===== src/rtl/sync_bit_fifo.sv =====
module sync_bit_fifo #(
  parameter int          DEPTH   = 16,
  parameter logic [15:0] SYNC    = 16'h2DD4,
  parameter logic [7:0]  CMD     = 8'hCA,
  parameter logic [7:0]  CFG_RST = 8'h80,
  localparam int CNT_W = $clog2(DEPTH + 1),
  localparam int PTR_W = $clog2(DEPTH)
) (
  input  logic             clk,
  input  logic             rst_n,
  input  logic             cfg_valid,
  input  logic [15:0]      cfg_data,
  input  logic             bit_valid,
  input  logic             bit_in,
  input  logic             rd_en,
  output logic             rd_data,
  output logic             fifo_empty,
  output logic [CNT_W-1:0] fill_level,
  output logic             fill_irq,
  output logic             overrun,
  output logic             rst_guard_off
);

  logic [3:0]       thr;
  logic             cont, fen;
  logic [15:0]      shreg;
  logic             synced;
  logic [PTR_W-1:0] wr_ptr, rd_ptr;
  logic [CNT_W-1:0] count;
  logic [DEPTH-1:0] mem;

  wire        cfg_ok = cfg_valid && (cfg_data[15:8] == CMD);
  wire        flush  = cfg_ok && !cfg_data[1];
  wire [15:0] sh_nx  = {shreg[14:0], bit_in};
  wire        take   = bit_valid && fen && (cont || synced);
  wire        hit    = bit_valid && fen && !cont && !synced && (sh_nx == SYNC);
  wire        pop    = rd_en && (count != '0);
  wire        full   = (count == CNT_W'(DEPTH));
  wire        push   = take && (!full || pop);
  wire        lost   = take && full && !pop;

  assign rd_data    = mem[rd_ptr];
  assign fifo_empty = (count == '0);
  assign fill_level = count;
  assign fill_irq   = !fifo_empty && (count >= CNT_W'(thr));

  always_ff @(posedge clk) begin
    if (!rst_n) begin
      thr           <= CFG_RST[7:4];
      cont          <= CFG_RST[2];
      fen           <= CFG_RST[1];
      rst_guard_off <= CFG_RST[0];
    end else if (cfg_ok) begin
      thr           <= cfg_data[7:4];
      cont          <= cfg_data[2];
      fen           <= cfg_data[1];
      rst_guard_off <= cfg_data[0];
    end
  end

  always_ff @(posedge clk) begin
    if (!rst_n)         shreg <= '0;
    else if (bit_valid) shreg <= sh_nx;
  end

  always_ff @(posedge clk) begin
    if (!rst_n || !fen || flush) begin
      wr_ptr  <= '0;
      rd_ptr  <= '0;
      count   <= '0;
      overrun <= 1'b0;
      synced  <= 1'b0;
    end else begin
      if (push) wr_ptr <= (wr_ptr == PTR_W'(DEPTH - 1)) ? '0 : wr_ptr + 1'b1;
      if (pop)  rd_ptr <= (rd_ptr == PTR_W'(DEPTH - 1)) ? '0 : rd_ptr + 1'b1;
      count <= count + CNT_W'(push) - CNT_W'(pop);
      if (lost) overrun <= 1'b1;
      if (hit)  synced  <= 1'b1;
    end
  end

  always_ff @(posedge clk) begin
    if (push) mem[wr_ptr] <= bit_in;
  end

  a_r2_spare_zero: assert property (@(posedge clk) disable iff (!rst_n)
    cfg_ok |-> !cfg_data[3]);
  a_r8_level_bound: assert property (@(posedge clk) disable iff (!rst_n)
    fill_level <= CNT_W'(DEPTH));
  a_r8_pop_decrements: assert property (@(posedge clk) disable iff (!rst_n)
    rd_en && !fifo_empty && !bit_valid && !cfg_valid |=> fill_level == $past(fill_level) - 1'b1);
  a_r6_flush_clears: assert property (@(posedge clk) disable iff (!rst_n)
    cfg_valid && cfg_data[15:8] == CMD && !cfg_data[1] |=> fifo_empty && !overrun);
  a_r9_overrun_sticky: assert property (@(posedge clk) disable iff (!rst_n)
    overrun && !(cfg_valid && cfg_data[15:8] == CMD && !cfg_data[1]) |=> overrun);
  a_r9_overrun_when_full: assert property (@(posedge clk) disable iff (!rst_n)
    $rose(overrun) |-> fill_level == CNT_W'(DEPTH));
  a_r3_irq_needs_data: assert property (@(posedge clk) disable iff (!rst_n)
    fill_irq |-> !fifo_empty);

endmodule


===== config.mk =====
export PLATFORM = sky130hd
export DESIGN_NAME = sync_bit_fifo
export DESIGN_NICKNAME = d
export VERILOG_FILES = /design/src/rtl/sync_bit_fifo.sv
export SDC_FILE = /design/constraint.sdc
export NUM_CORES = 1
export LEC_CHECK = 0
export BUFFER_PORTS_ARGS = -buffer_cell sky130_fd_sc_hd__buf_2
export CAP_MARGIN = 5
export CORE_UTILIZATION = 43
export DETAILED_ROUTE_END_ITERATION = 16
export GPL_TIMING_DRIVEN = 0
export PLACE_DENSITY_LB_ADDON = 0.15
export SLEW_MARGIN = 20
export SYNTH_ARGS = -nofsm -noshare
export SYNTH_HDL_FRONTEND = slang
export SYNTH_SLANG_ARGS = --single-unit

===== constraint.sdc =====
create_clock -name clk -period 3.4 [get_ports clk]
set_input_delay 0.34 -clock clk [delete_from_list [all_inputs] [get_ports clk]]
set_output_delay 0.34 -clock clk [all_outputs]
set_load 0.005 [all_outputs]

== Yosys cells after proc, flatten, opt, wreduce, memory -nomap -nowiden ==
Index checks and enable logic that the tools add are counted.

* Register bits: 53
* Input bits: 22
* Output and inout port bits: 10
* Logic and storage cells: 58

* $add $sub $neg: 4
* Order comparisons: 4
* Equality and inequality tests: 5
* Muxes and demuxes: 7
* Reductions and logical operators: 27

{| class="wikitable"
|+ Operators by type and width
! operator !! count
|-
| $bwmux W16 || 1
|-
| $eq A16 B14 Y1 const B || 1
|-
| $logic_and A1 B1 Y1 || 13
|-
| $lt A4 B5 Y1 const B || 2
|-
| $add A4 B1 Y4 const B || 2
|-
| $eq A4 B4 Y1 const B || 2
|-
| $eq A8 B8 Y1 const B || 1
|-
| $logic_not A1 Y1 || 8
|-
| $mux W4 || 2
|-
| $add A5 B1 Y5 || 1
|-
| $eq A5 B5 Y1 const B || 1
|-
| $ge A5 B4 Y1 || 1
|-
| $logic_not A5 Y1 || 1
|-
| $reduce_bool A5 Y1 || 1
|-
| $sub A5 B1 Y5 || 1
|-
| $bmux W1 S4 || 1
|-
| $demux W1 S4 || 1
|-
| $ge A4 B1 Y1 const B || 1
|-
| $logic_or A1 B1 Y1 || 4
|-
| $mux W1 || 2
|}

== Logic depth before layout (Yosys ltp) ==
* Depth after elaboration: 6
* Gate-level depth with buffers: 15
* Mapped depth without buffers: 14

== Worst setup path before layout ==
OpenSTA, ideal clock, no wires.

* Path type: register -> register
* From: register count[2], in the netlist fill_level[2]
* To: register count[4], in the netlist fill_level[4]
* Library setup time: 0.129 ns
* Arrival: 2.737 ns
* Required time: 3.271 ns
* Slack: 0.534 ns
* Stages on the path, launching flop included: 16
* Buffers on the path: 1
* Clock period less this slack: 2.866 ns
* Path through: dfxtp_1 > inv_1 > ha_1 > nor3b_1 > a21oi_2 > clkbuf_1 > inv_1 > ha_1 > inv_1 > ha_1 > inv_1 > fa_1 > nand2b_1 > a21oi_1 > o21ai_0 > nor3b_1

* Longest elaborated chain between the ends: 6
* Elaborated cells on any way between the ends: 8
* Those cells by class: 2 x add/sub; 1 x eq/ne; 5 x reduce/logical

{| class="wikitable"
|+ Ends and longest elaborated chain
! element !! RTL line !! RTL
|-
| from (decl) || 29 || <nowiki>logic [CNT_W-1:0] count;</nowiki>
|-
| from (signal assigned) || 76 || <nowiki>count <= count + CNT_W'(push) - CNT_W'(pop);</nowiki>
|-
| $eq A5 B5 Y1 / $reduce_bool A5 Y1 (equally long branches) || 38, 37 ||
|-
| $logic_not A1 Y1 / $logic_and A1 B1 Y1 (equally long branches) || 39, 37 ||
|-
| $logic_or A1 B1 Y1 || 39 || <nowiki>wire push = take && (!full || pop);</nowiki>
|-
| $logic_and A1 B1 Y1 || 39 ||
|-
| $add A5 B1 Y5 || 76 ||
|-
| $sub A5 B1 Y5 * || 76 ||
|}

Mark *: on every way between the ends. The rest lies on a longest branch, timed or not.
A chain may end at the register's enable or synchronous reset.

== Worst setup path in the final report ==
Same ends and word-level chain as after synthesis.

==> metrics.txt <==
setup tns final 0 ns; Cells after DPL 332; LEAKAGE 1.19 nW; Max Freq 334 MHz; number of global-route vias before repair 1627; Die X 79.6 µm; WP buf/inv 5; Filler Cell Count 517; Inserted Diodes 0; Pre-antenna DRT Iters 4; H-tree depth 2; largest net degree at the start of global routing 19; slowest cell on the critical path nor3b_1; final WL 4530 µm; CP Class reg -> reg; count leader, synth dfxtp_1; max incr delay on CP 0.44 ns; Die H 79.6 µm; TritonCTS clock tree done; MaxCap Viol Count 0; initial antenna violation count 0; cell taking the most area after synthesis dfxtp_1; minimum clock period 3.00 ns; non-filler cells, final 341; Multi-input gate area 1250 µm²; worst-skew pair later-pin latency 0.30 ns; Slew Limit Headroom 66.9%; routability cong. 0.745; Pins Over Slew Limit 0; worst slew pin tran 0.496 ns; vias per inst 5.05; crit start category flop; ranking of synthesized cells by area dfxtp_1 29%, edfxtp_1 19%, mux2i_1 9.7%, ha_1 7.3%, nor2b_1 6.3%; starting density of the core 45.8%; Max clock buf depth 2; Setup WS post-layout 0.404 ns; synthesized instance count 231; status complete, no violations; syn nets 269; RSZ-0062 raised after global routing false; fraction of layout instances using a drive strength above 1 18.2%; io pins 32; crit path max fanout 10; crit-path cells inv_1 -> ha_1 -> nor3b_1 -> a21oi_2 -> clkbuf_2 -> inv_1 -> ha_1 -> inv_1 -> ha_1 -> inv_1 -> fa_1 -> nand2b_1 -> a21oi_1 -> o21ai_0 -> nor3b_1; DRT antenna net count 0; DRT iter0 DRCs 52; Crit path max-delay family adder cells; Worst EP required 3.59 ns; Yosys cell types 40; CTS Sinks 53; total gr overflow 0; Area growth, synth to finish 13.7%; Post-Syn Area 2590 µm²; first-pass GRT wire length 7570 µm; fin crit share 88.1%; final setup vio count 0; Async S/R FF share, synth 0%; Synth top area share 28.6%; clock-pin slew on the worst setup and hold paths 0.09 ns; DP HPWL 3310 µm; Core ar. 5640 µm²; total CTS buffers 5; Vias 1721; Die ar. 6330 µm²; root buf cell clkbuf_8; YS warnings 0; CP most frequent cell inv_1; power density over the cells 379 nW/µm²; synth cell count leaders 37 x dfxtp_1, 26 x nor2b_1, 25 x mux2i_1; top_reg_cell synth dfxtp_1; Worst Skew 0.00517 ns; Place WS 0.134 ns; Final Hold Vio Count 0; Synth Register Bits 53; worst vdd ir 0.239 mV; CP endpoint kind flop; WHS 0.245 ns; NumNets Final 306; Hold Crit Class in -> reg; Port Buffer Count 29; average size of a mapped cell 11.2 µm²; overall routing resource usage 15.6%; Cell Rows 27; # DRC 0; register area 1220 µm²; Data arrival, critical path 3.18 ns; post-synthesis sequential area ratio 47.2%; Wirelength per Cell 13.3 µm; EDFF count, synth 16
==> worst paths after layout <==
| path | startpoint | to | slack (ns) | cells after the start |
|---|---|---|---|---|
| worst max-delay path | fill_level[2] | fill_level[4] | 0.40 | 15 |
| worst min-delay path | cfg_data[7] | thr[3] | 0.25 | 3 |
| worst max register to register | fill_level[2] | fill_level[4] | 0.40 | 15 |
| worst min register to register | thr[3] | thr[3] | 0.49 | 2 |
==> layout make-up <==
cell class              instances  share of cell area [%]
multi-input cells             153                    42.6
flip-flops and latches         53                    41.5
repair buffers                 30                    5.19
well taps                      72                    3.06
clock buffers                   6                    2.47
inverters                      16                    2.04
plain buffers                   9                    1.79
clock inverters                 2                    1.32
==> worst min-delay path: stages <==
cell and delay [ns]:
buf_2 0.08, mux2i_1 0.05, nand2_1 0.05
==> state kept, by name, indices dropped and copies added, names as in the netlist <==
signal         cells
cont               1
rst_guard_off      1
rd_ptr             4
shreg             15
overrun            1
thr                4
fill_level         5
fen                1
mem               16
wr_ptr             4
synced             1
==> power breakdown <==
group          switching (W)  internal, W  total (W)
Sequential        0.00000113     0.000651   0.000652
Clock               0.000206     0.000221   0.000428
Combinational      0.0000160    0.0000180  0.0000340
==> per-stage QoR <==
step                cell area, µm²  power (W)  util [%]
floorplan                     2590   0.000684         -
global placement              2820   0.000700      50.0
detailed placement            2820   0.000701      50.0
CTS                           2930    0.00113      52.0
global route                  2940    0.00115      52.1
finish                        2940    0.00111      52.1
==> per-layer routing <==
metal	up-vias	global-route usage, %	routed length, µm	share of wire [%]
met5	-	0	0	0
met4	0	5.45	50	1.1
met3	4	3.20	124	2.7
met2	20	25.4	2030	45
met1	806	20.4	2330	51
li1	891	-	-	-
==> kinds of logic (layout without fill, tap and decap cells) <==
kind of cell	after synthesis	count (layout)	synth area share (%)
adder cells (fa/ha/maj)	16	16	8.03
flip-flops	53	53	47.2
XOR/XNOR	5	5	1.69
multiplexers	30	30	14.6
AND/OR/NAND/NOR	81	81	18.2
AO/OA/AOI/OAI	21	21	5.95
buffers and inverters	25	63	4.31
==> cells in the final DEF, fill, tap and decap left out, types with 2 or more instances in the layout <==
master,count
a21oi_1,5
a211oi_1,2
and3_1,12
buf_6,2
o21ai_0,2
xor2_1,2
clkbuf_1,5
xnor2_1,3
a21o_1,2
nand2b_1,2
clkbuf_8,5
mux2i_1,25
nand2_1,8
buf_2,31
nor3_1,5
nor2b_1,26
nor3b_1,3
dfxtp_1,37
ha_1,15
mux4_1,4
inv_1,16
a41oi_1,3
edfxtp_1,16
nor2_1,17
==> timing repair <==
action	4_1_cts	5_1_grt
gates resized for setup	0	2
hold buffers	0	0
setup endpoints to repair	0	1
buffers inserted	0	1
Power figures use the tool's default switching activity.
